[config.mk]
export PLATFORM = sky130hd
export DESIGN_NAME = stepper_indexer
export DESIGN_NICKNAME = d
export VERILOG_FILES = /design/src/rtl/stepidx_pkg.sv /design/src/rtl/stepidx_sync.sv /design/src/rtl/stepidx_advance.sv /design/src/rtl/stepidx_phase.sv /design/src/rtl/stepper_indexer.sv
export SDC_FILE = /design/constraint.sdc
export NUM_CORES = 1
export LEC_CHECK = 0
export BUFFER_PORTS_ARGS = -buffer_cell sky130_fd_sc_hd__buf_2
export CORE_UTILIZATION = 35
export CTS_CLUSTER_DIAMETER = 60
export CTS_CLUSTER_SIZE = 16
export DETAILED_ROUTE_END_ITERATION = 7
export MAX_ROUTING_LAYER = met4
export PLACE_DENSITY = 0.59
export SYNTH_ARGS = -nofsm -noshare
export SYNTH_HDL_FRONTEND = slang
export SYNTH_SLANG_ARGS = --single-unit
export TNS_END_PERCENT = 5
[constraint.sdc]
create_clock -name clk -period 8.9 [get_ports clk]
set_input_delay 2.225 -clock clk [delete_from_list [all_inputs] [get_ports clk]]
set_output_delay 2.225 -clock clk [all_outputs]
set_load 0.02 [all_outputs]
[src/rtl/stepidx_pkg.sv]
// Shared constants for the stepper indexer: mode codes and grid geometry.
// Assumes a grid of 2**IDX_W positions per electrical cycle.
package stepidx_pkg;
    localparam int IDX_W = 6;

    localparam logic [2:0] MODE_FULL      = 3'd0;
    localparam logic [2:0] MODE_SQHALF    = 3'd1;
    localparam logic [2:0] MODE_HALF      = 3'd2;
    localparam logic [2:0] MODE_QUARTER   = 3'd3;
    localparam logic [2:0] MODE_EIGHTH    = 3'd4;
    localparam logic [2:0] MODE_SIXTEENTH = 3'd5;

    // True for mode codes that carry no stepping behaviour.
    function automatic logic is_reserved(input logic [2:0] m);
        return (m > MODE_SIXTEENTH);
    endfunction
endpackage

[src/rtl/stepidx_sync.sv]
// Synchronizer and rising-edge detector for the asynchronous step input.
// Assumes step pulses are wider than one clock period. Produces a
// one-cycle pulse, SYNC_STAGES+1 edges after the input is first sampled high.
module stepidx_sync #(
    parameter int SYNC_STAGES = 2
) (
    input  logic clk,
    input  logic rst_n,
    input  logic step_async,
    output logic step_rise
);
    logic [SYNC_STAGES-1:0] chain_q;
    logic                   last_q;

    // Shift the raw input through the synchronizer chain.
    generate
        if (SYNC_STAGES == 1) begin : g_one
            always_ff @(posedge clk) begin
                if (!rst_n) chain_q <= '0;
                else        chain_q <= step_async;
            end
        end else begin : g_many
            always_ff @(posedge clk) begin
                if (!rst_n) chain_q <= '0;
                else        chain_q <= {chain_q[SYNC_STAGES-2:0], step_async};
            end
        end
    endgenerate

    // Remember the previous synchronized level for edge detection.
    always_ff @(posedge clk) begin
        if (!rst_n) last_q <= 1'b0;
        else        last_q <= chain_q[SYNC_STAGES-1];
    end

    assign step_rise = chain_q[SYNC_STAGES-1] & ~last_q;


    rise_single_chk: assert property (@(posedge clk) disable iff (!rst_n)
        step_rise |=> !step_rise);
endmodule

[src/rtl/stepidx_advance.sv]
// Next-position computation for one step in the selected mode.
// Each mode defines a grid of valid positions (stride, offset). The result is
// the nearest grid point strictly beyond the current position in the step
// direction, so a misaligned position realigns in the direction of motion.
module stepidx_advance #(
    parameter int POS_W = stepidx_pkg::IDX_W
) (
    input  logic [POS_W-1:0] pos_i,
    input  logic [2:0]       mode_i,
    input  logic             dir_i,
    output logic [POS_W-1:0] pos_o,
    output logic             valid_o
);
    import stepidx_pkg::*;

    localparam int QTR = 1 << (POS_W - 2);

    logic [POS_W-1:0] stride, offset, mask, rel, fwd, bwd;

    // Pick the grid stride and offset for the selected mode.
    always_comb begin
        valid_o = 1'b1;
        offset  = '0;
        unique case (mode_i)
            MODE_SIXTEENTH: stride = POS_W'(QTR / 16);
            MODE_EIGHTH:    stride = POS_W'(QTR / 8);
            MODE_QUARTER:   stride = POS_W'(QTR / 4);
            MODE_HALF,
            MODE_SQHALF:    stride = POS_W'(QTR / 2);
            MODE_FULL: begin
                stride = POS_W'(QTR);
                offset = POS_W'(QTR / 2);
            end
            default: begin
                stride  = POS_W'(1);
                valid_o = 1'b0;
            end
        endcase
    end

    // Round to the grid in the direction of motion, then take one stride.
    always_comb begin
        mask  = ~(stride - POS_W'(1));
        rel   = pos_i - offset;
        fwd   = (rel & mask) + stride + offset;
        bwd   = ((rel + stride - POS_W'(1)) & mask) - stride + offset;
        pos_o = dir_i ? fwd : bwd;
    end
endmodule

[src/rtl/stepidx_phase.sv]
// Magnitude and sign lookup for one phase at a given grid position.
// PH_OFS shifts the angle (0 gives the sine phase, a quarter cycle gives the cosine).
// The quarter-wave index is folded from the angle. The code is index+1, held at
// full scale over the last two points. Square mode forces diagonals to full scale.
module stepidx_phase #(
    parameter int POS_W  = stepidx_pkg::IDX_W,
    parameter int MAG_W  = 5,
    parameter int PH_OFS = 0
) (
    input  logic [POS_W-1:0] pos_i,
    input  logic             square_i,
    output logic [MAG_W-1:0] mag_o,
    output logic             neg_o
);
    localparam int QTR  = 1 << (POS_W - 2);
    localparam int HALF = 2 * QTR;

    logic [POS_W-1:0] ang;
    logic [POS_W-2:0] in_half;
    logic [POS_W-1:0] fold;
    logic             diag;

    // Fold the shifted angle into a quarter-wave index.
    always_comb begin
        ang     = pos_i + POS_W'(PH_OFS);
        in_half = ang[POS_W-2:0];
        if ({1'b0, in_half} <= POS_W'(QTR)) fold = {1'b0, in_half};
        else                                fold = POS_W'(HALF) - {1'b0, in_half};
        diag    = (ang[POS_W-3:0] == (POS_W-2)'(QTR / 2));
    end

    // Map the folded index to a code and decide the sign.
    always_comb begin
        if (square_i && diag)                 mag_o = MAG_W'(QTR);
        else if (fold >= POS_W'(QTR - 1))     mag_o = MAG_W'(QTR);
        else                                  mag_o = MAG_W'(fold) + MAG_W'(1);
        neg_o = ang[POS_W-1] && (in_half != '0);
    end
endmodule

[src/rtl/stepper_indexer.sv]
// Step/direction microstepping indexer for a two-phase bipolar stepper.
// Keeps an electrical-angle index, advances it on synchronized step edges by
// the stride of the selected mode, and registers per-phase magnitude, sign
// and rise/fall flags. Assumes home_req is synchronous to clk.
module stepper_indexer #(
    parameter int POS_W       = stepidx_pkg::IDX_W,
    parameter int SYNC_STAGES = 2,
    parameter int MAG_W       = $clog2((1 << (POS_W - 2)) + 1)
) (
    input  logic             clk,
    input  logic             rst_n,
    input  logic             home_req,
    input  logic             step_in,
    input  logic             dir_in,
    input  logic [2:0]       mode_sel,
    output logic [POS_W-1:0] angle_o,
    output logic [MAG_W-1:0] a_mag_o,
    output logic             a_neg_o,
    output logic             a_rise_o,
    output logic             a_fall_o,
    output logic [MAG_W-1:0] b_mag_o,
    output logic             b_neg_o,
    output logic             b_rise_o,
    output logic             b_fall_o
);
    import stepidx_pkg::*;

    localparam int QTR = 1 << (POS_W - 2);
    localparam logic [POS_W-1:0] HOME_POS  = POS_W'(QTR / 2);
    localparam logic [MAG_W-1:0] HOME_CODE = MAG_W'(QTR / 2 + 1);
    localparam int NPH = 2;

    logic             step_rise;
    logic [POS_W-1:0] pos_q, pos_nxt;
    logic             adv_ok, take_step, square_mode;
    logic [MAG_W-1:0] mag_nxt [NPH];
    logic             neg_nxt [NPH];
    logic [MAG_W-1:0] mag_q   [NPH];
    logic             neg_q   [NPH];
    logic             rise_q  [NPH];
    logic             fall_q  [NPH];

    stepidx_sync #(.SYNC_STAGES(SYNC_STAGES)) i_sync (
        .clk        (clk),
        .rst_n      (rst_n),
        .step_async (step_in),
        .step_rise  (step_rise)
    );

    stepidx_advance #(.POS_W(POS_W)) i_adv (
        .pos_i   (pos_q),
        .mode_i  (mode_sel),
        .dir_i   (dir_in),
        .pos_o   (pos_nxt),
        .valid_o (adv_ok)
    );

    assign square_mode = (mode_sel == MODE_SQHALF);
    assign take_step   = step_rise && adv_ok;

    // Hold the electrical-angle index; home wins over a step.
    always_ff @(posedge clk) begin
        if (!rst_n || home_req) pos_q <= HOME_POS;
        else if (take_step)     pos_q <= pos_nxt;
    end

    generate
        for (genvar p = 0; p < NPH; p++) begin : g_phase
            stepidx_phase #(
                .POS_W  (POS_W),
                .MAG_W  (MAG_W),
                .PH_OFS (p * QTR)
            ) i_phase (
                .pos_i    (pos_nxt),
                .square_i (square_mode),
                .mag_o    (mag_nxt[p]),
                .neg_o    (neg_nxt[p])
            );

            // Register this phase's target and its trend at each step.
            always_ff @(posedge clk) begin
                if (!rst_n || home_req) begin
                    mag_q[p]  <= HOME_CODE;
                    neg_q[p]  <= 1'b0;
                    rise_q[p] <= 1'b0;
                    fall_q[p] <= 1'b0;
                end else if (take_step) begin
                    mag_q[p]  <= mag_nxt[p];
                    neg_q[p]  <= neg_nxt[p];
                    rise_q[p] <= (mag_nxt[p] > mag_q[p]);
                    fall_q[p] <= (mag_nxt[p] < mag_q[p]);
                end
            end
        end
    endgenerate

    assign angle_o  = pos_q;
    assign a_mag_o  = mag_q[0];
    assign a_neg_o  = neg_q[0];
    assign a_rise_o = rise_q[0];
    assign a_fall_o = fall_q[0];
    assign b_mag_o  = mag_q[1];
    assign b_neg_o  = neg_q[1];
    assign b_rise_o = rise_q[1];
    assign b_fall_o = fall_q[1];


    home_pos_chk: assert property (@(posedge clk) disable iff (!rst_n)
        home_req |=> (angle_o == HOME_POS && a_mag_o == HOME_CODE && b_mag_o == HOME_CODE));

    idle_hold_chk: assert property (@(posedge clk) disable iff (!rst_n)
        (!step_rise && !home_req) |=> $stable(angle_o));

    fine_stride_chk: assert property (@(posedge clk) disable iff (!rst_n)
        (step_rise && !home_req && mode_sel == MODE_SIXTEENTH && dir_in)
        |=> angle_o == POS_W'($past(angle_o) + POS_W'(1)));

    full_grid_chk: assert property (@(posedge clk) disable iff (!rst_n)
        (step_rise && !home_req && mode_sel == MODE_FULL)
        |=> angle_o[POS_W-3:0] == (POS_W-2)'(QTR / 2));

    mag_range_chk: assert property (@(posedge clk) disable iff (!rst_n)
        a_mag_o >= MAG_W'(1) && a_mag_o <= MAG_W'(QTR) && b_mag_o >= MAG_W'(1) && b_mag_o <= MAG_W'(QTR));

    rise_nonzero_chk: assert property (@(posedge clk) disable iff (!rst_n)
        a_rise_o |-> a_mag_o > MAG_W'(1));

    reserved_hold_chk: assert property (@(posedge clk) disable iff (!rst_n)
        (step_rise && !home_req && is_reserved(mode_sel)) |=> $stable(angle_o) && $stable(a_mag_o));
endmodule

==> results.ini, run 1 <==
[route]
dr_total_vias=1947
drt_first_iter_violations=37
drc=0
vias_per_cell=4.892
antenna_left=0
finalWirelength_mm=5.158
wl_per_cell_um=12.96
dr.pass1.iters=4

[hold_path]
min_from=i_sync.chain_q[0]
worstHoldPathCells=1
hold_path_class=flop to flop
hold_end=i_sync.chain_q[1]

[setup_path]
reg2reg_to=rise_q[1]
path_max_fanout=13
crit_required_ps=8900
worstSetupPathType=primary input to flop
r2r-start=angle_o[1]
arrival_ps=8300
setup.worst_path.end_class=flop
rrSetupSlack_ps=2780
r2r_cells=25
worst_setup_path_start_kind=primary input

[timing]
rsz0062_at_grt=no
setup_viol=0
tightestPinTransition_ps=753.4
fin_crit_ps=8302
clock-skew-final_ps=1.537
fmax_mhz=120.5
final.setup.tns_ps=0
timing.final.crit_share_pct=93.28
relSlewSlack_pct=49.72
hold_violations=0
slew_violations=0

[cells_and_area]
drive_gt1_share_pct=17.22
synthToLayoutAreaGrowth_pct=10.88
diodes=0
nets=351
stdcell_area_um2=2743
utilization_pct=40.37

[power_and_ir_drop]
pwr-share-comb_pct=58.7
switching_share_pct=40.82
cellPowerDensity_nw_per_um2=177.7
ir_drop_v=0.00006497
intPower_w=0.0002884
p_leak_nw=1.297
seqPwrFrac_pct=26.6
netSwitchingPower_w=0.0001990
clockPowerShare_pct=14.7

[grt]
grt_pass1_vias=1925
grt_max_degree=20
antenna_found_initial=0
gr-total-overflow=0
grt_first_pass_wirelength_mm=8.832
grt_usage_pct=15.49

[floorplan]
core-area_um2=6794
start_util_pct=36.41
ioPinCount=30
die_x_um=86.07
die_area_um2=7408
die_h_um=86.07
rows=30

[synth]
synth_cells=277
synth_area_per_cell_um2=8.930
synth_nets=325
synthArstFlopShare_pct=0
synth_ff_type=edfxtp_1
yosysTopAreaCell=edfxtp_1
synth_top_area_share_pct=19.42
yosys_warnings=0
seq_area_frac_synth_pct=26.71
yosysMostFrequentCell=inv_1
ys_top_cells_by_count=inv_1 (37), ha_1 (36), nor2_1 (19)
ys_top_cells_by_area=edfxtp_1 (19%), ha_1 (18%), dfxtp_1 (7.3%)
synth-seq-cells=25
synth_edf_count=16
synth_cell_types=52
synth_area_um2=2474

[clock_tree]
cts_buffers=3
clockRootBuffer=clkbuf_8
clk_pin_slew_ps=90
cts_buffer_depth=2
holdBufCountCts=0
clk_latency_ps=280
post_cts_buffers=0
htree_num_levels=1
post_cts_resized=0
cts.sinks=25
cts_tree=yes

[placed_design]
gp_congestion=0.8777
dpl.hpwl_mm=4.109
place_area_um2=2698
port_buffers=29

[job]
drv_cap=0

[run_status]
run_status=complete, no violations

[layer usage]
metal  global-route usage, %  routed length, um  share of wire (%)
met1                   18.27               2418                 47
met2                   27.20               2467                 48
met3                   2.695                175                3.4
met4                   3.939                 96                1.9
met5                       -                  0                  0
[power by group through the flow]
stage	registers [W]	logic (W)	clock network [W]
after floorplan	0.000138	0.000228	0
after global placement	0.000133	0.000283	0
after detailed placement	0.000133	0.000287	0
after CTS	0.000130	0.000288	0.0000731
after global routing	0.000130	0.000326	0.0000772
final	0.000130	0.000286	0.0000714
[critical path, stage by stage]
cell      delay [ps]
buf_2            170
or3_1            480
inv_1            120
ha_1             250
ha_1             270
inv_1             40
ha_1             320
xnor2_1          210
nor2_1            80
a31oi_1          160
ha_1             260
ha_1             350
a21oi_1          220
a21oi_1          100
or4_4            610
ha_1             280
mux2_2           300
ha_1             200
and2_1           150
a311oi_1         340
and2_1           180
ha_1             230
nor2b_1          140
o21a_1           170
o21a_1           160
o21ai_0          170
a221oi_1         120
[kinds of logic (layout without fill, tap and decap cells)]
kind of cell / after synthesis / count (layout) / share of synthesized area, %
fa+ha+maj: 40 / 40 / 21.45
flops: 25 / 25 / 26.71
buf+inv: 48 / 73 / 8.042
xor+xnor: 23 / 23 / 8.448
simple gates: 89 / 89 / 20.69
mux: 6 / 6 / 3.035
compound gates: 46 / 46 / 11.63
[layout by cell type, fill, tap and decap left out, types with 2 or more instances in the layout]
cell	n
o21ai_0	12
nand3_1	7
and4_1	2
edfxtp_1	16
mux2i_1	3
nand2_1	15
ha_1	36
clkbuf_8	3
buf_4	2
nor3_1	2
fa_1	4
mux2_2	2
nor3b_1	3
a221oi_1	2
xnor2_1	15
o22ai_1	3
o21a_1	4
and3_1	5
xor2_1	7
inv_1	37
buf_2	29
or3_1	2
dfxtp_1	9
or2_2	5
nand2b_1	5
and2_1	8
nor2b_1	2
nand3b_1	3
a21o_1	6
nor2_1	19
a21oi_1	12
[worst max path at each step]
| stage | cells after the start | slack, ps | from | endpoint |
|---|---|---|---|---|
| floorplan | 30 | 540 | mode_sel[1] | rise_q[1] |
| global placement | 27 | 510 | mode_sel[2] | rise_q[1] |
| detailed placement | 27 | 330 | mode_sel[2] | rise_q[1] |
| CTS | 27 | 620 | mode_sel[2] | rise_q[1] |
| global route | 27 | 310 | mode_sel[2] | rise_q[1] |
| finish | 27 | 600 | mode_sel[2] | rise_q[1] |
[final cells by class]
class | instances | area [um2]
sequential | 25 | 660.6
clock buffer | 4 | 45.04
tap | 96 | 120.1
multi-input combinational | 204 | 1614
timing repair buffer | 31 | 160.2
inverter | 38 | 142.6
fill | 693 | 4051
[stage by stage]
| step | hold WS, ps | instances | worst slack [ps] | total power [W] |
|---|---|---|---|---|
| floorplan | 411.8 | 277 | 540.3 | 0.0003658 |
| global placement | 421.6 | 394 | 509.5 | 0.0004157 |
| detailed placement | 427.0 | 394 | 329.4 | 0.0004192 |
| CTS | 452.3 | 398 | 620.4 | 0.0004913 |
| global route | 479.4 | 398 | 306.5 | 0.0005333 |
| finish | 457.5 | 398 | 597.8 | 0.0004874 |
[state kept, by name (all words and copies together), names as in the netlist]
name            count
neg_q               2
fall_q              2
i_sync.chain_q      2
mag_q              10
i_sync.last_q       1
rise_q              2
angle_o             6
Power figures use the tool's default switching activity.
==> run 2: changes to the inputs <==
--- a/config.mk
+++ b/config.mk
@@ -7,6 +7,7 @@
 export LEC_CHECK = 0
 export BUFFER_PORTS_ARGS = -buffer_cell sky130_fd_sc_hd__buf_2
 export CORE_UTILIZATION = 35
+export CTS_BUF_LIST = sky130_fd_sc_hd__clkbuf_2 sky130_fd_sc_hd__clkbuf_4 sky130_fd_sc_hd__clkbuf_8
 export CTS_CLUSTER_DIAMETER = 60
 export CTS_CLUSTER_SIZE = 16
 export DETAILED_ROUTE_END_ITERATION = 7
==> results.ini, run 2 (same netlist as run 1, synthesis figures left out) <==
[setup_path]
slowest_delay_ps=610  ; about the same
slowest_stage=or4_4  ; unchanged
setup.worst_path.end_class=flop  ; unchanged
worst_setup_path_start_kind=primary input  ; unchanged
worstSetupPathType=primary input to flop  ; unchanged
path_max_fanout=13  ; unchanged
crit_top_cell=ha_1  ; unchanged
cp-startpoint=mode_sel[2]  ; unchanged
crit_required_ps=8900  ; about the same
r2r-start=angle_o[1]  ; unchanged
arrival_ps=8300  ; about the same

[timing]
timing.final.crit_share_pct=93.27  ; was 93.28%
clock-skew-final_ps=1.421  ; was 1.537 ps
rsz0062_at_grt=no  ; unchanged
relSlewSlack_pct=49.72  ; unchanged
fin_crit_ps=8301  ; was 8302 ps
fmax_mhz=120.5  ; about the same
final.setup.tns_ps=0  ; unchanged
hold_violations=0  ; unchanged
tightestPinTransition_ps=753.4  ; unchanged
hold_ws_ps=457.5  ; unchanged
setup_viol=0  ; unchanged
slew_violations=0  ; unchanged

[power_and_ir_drop]
clockPowerShare_pct=15.2  ; was 14.7%
netSwitchingPower_w=0.0001990  ; about the same
power_w=0.0004905  ; was 0.0004874 W
seqPwrFrac_pct=26.5  ; was 26.6%
pwr-share-comb_pct=58.3  ; was 58.7%
intPower_w=0.0002915  ; was 0.0002884 W
p_leak_nw=1.300  ; was 1.297 nW
switching_share_pct=40.57  ; was 40.82%
cellPowerDensity_nw_per_um2=178.6  ; was 177.7 nW/um2
ir_drop_v=0.00006497  ; about the same

[cells_and_area]
final_cell_mix=inv_1 (37), ha_1 (36), buf_2 (29)  ; unchanged
nets=351  ; unchanged
layout_commonest_cell=inv_1  ; unchanged
top_register=mag_q  ; unchanged
diodes=0  ; unchanged
drive_gt1_share_pct=17.55  ; was 17.22%
largest_register_ffs=10  ; unchanged
synthToLayoutAreaGrowth_pct=11.03  ; was 10.88%
stdcell_area_um2=2746  ; was 2743 um2

[route]
antenna_left=0  ; unchanged
finalWirelength_mm=5.160  ; was 5.158 mm
vias_per_cell=4.892  ; unchanged
dr.pass1.iters=4  ; unchanged
wl_per_cell_um=12.96  ; about the same
drt_first_iter_violations=37  ; unchanged
drc=0  ; unchanged
dr_total_vias=1947  ; unchanged

[grt]
grt_pass1_vias=1925  ; unchanged
antenna_found_initial=0  ; unchanged
gr-total-overflow=0  ; unchanged
grt_first_pass_wirelength_mm=8.832  ; unchanged
grt_usage_pct=15.49  ; unchanged
grt_max_degree=20  ; unchanged

[clock_tree]
post_cts_resized=0  ; unchanged
clk_latency_ps=280  ; about the same
clockRootBuffer=clkbuf_8  ; unchanged
cts_tree=yes  ; unchanged
holdBufCountCts=0  ; unchanged
htree_num_levels=1  ; unchanged
post_cts_buffers=0  ; unchanged
cts_buffers=3  ; unchanged
cts.sinks=25  ; unchanged
clk_pin_slew_ps=90  ; about the same
cts_buffer_depth=2  ; unchanged

[floorplan]
rows=30  ; unchanged
die_x_um=86.07  ; unchanged
die_area_um2=7408  ; unchanged
ioPinCount=30  ; unchanged
core-area_um2=6794  ; unchanged
start_util_pct=36.41  ; unchanged
die_h_um=86.07  ; unchanged

[placed_design]
gp_congestion=0.8777  ; unchanged
dpl.hpwl_mm=4.109  ; unchanged
port_buffers=29  ; unchanged
place_area_um2=2698  ; unchanged

[job]
drv_cap=0  ; unchanged

[run_status]
run_status=complete, no violations  ; unchanged

[hold_path]
min_from=i_sync.chain_q[0]  ; unchanged
hold_path_class=flop to flop  ; unchanged

## run 2: worst paths after layout
| check | endpoint | slack (ps) | cells past startpoint |
|---|---|---|---|
| worst max-delay path | rise_q[1] | 600 | 27 |
| worst min-delay path | i_sync.chain_q[1] | 460 | 1 |
| worst max register to register | rise_q[1] | 2780 | 25 |
| worst min register to register | i_sync.chain_q[1] | 460 | 1 |
## run 2: stage by stage
step	worst slack, ps	instances	utilization [%]
2_1_floorplan	540.3	277	-
3_3_place_gp	509.5	394	39.71
3_5_place_dp	329.4	394	39.71
4_1_cts	620.8	398	40.42
5_1_grt	306.4	398	40.42
6_report	598.8	398	40.42
## run 2: metal layers
| metal | share of wire [%] | GRT usage, % | vias to the layer above | wire, um |
|---|---|---|---|---|
| met3 | 3.4 | 2.695 | 9 | 175 |
| li1 | - | - | 994 | - |
| met4 | 1.9 | 3.939 | 0 | 96 |
| met5 | 0 | - | - | 0 |
| met1 | 47 | 18.27 | 906 | 2420 |
| met2 | 48 | 27.20 | 38 | 2467 |
## run 2: final cells by class
cell class / instances / area, um2
tap: 96 / 120.1
fill: 693 / 4048
timing repair buffer: 31 / 160.2
multi-input combinational: 204 / 1614
sequential: 25 / 660.6
clock buffer: 4 / 48.80
inverter: 38 / 142.6
## run 2: critical path: cells and delay by family
family | cells | cell delay (ps)
multiplexers | 1 | 300
AND/OR/NAND/NOR | 6 | 1640
AO/OA/AOI/OAI | 8 | 1440
buffers and inverters | 3 | 330
adder cells (fa/ha/maj) | 8 | 2160
XOR/XNOR | 1 | 210
## run 2: power by group through the flow
stage | Combinational [W] | Clock, W | Sequential (W)
after floorplan | 0.000228 | 0 | 0.000138
final | 0.000286 | 0.0000745 | 0.000130
after global routing | 0.000326 | 0.0000802 | 0.000130
after CTS | 0.000288 | 0.0000762 | 0.000130
after global placement | 0.000283 | 0 | 0.000133
after detailed placement | 0.000287 | 0 | 0.000133
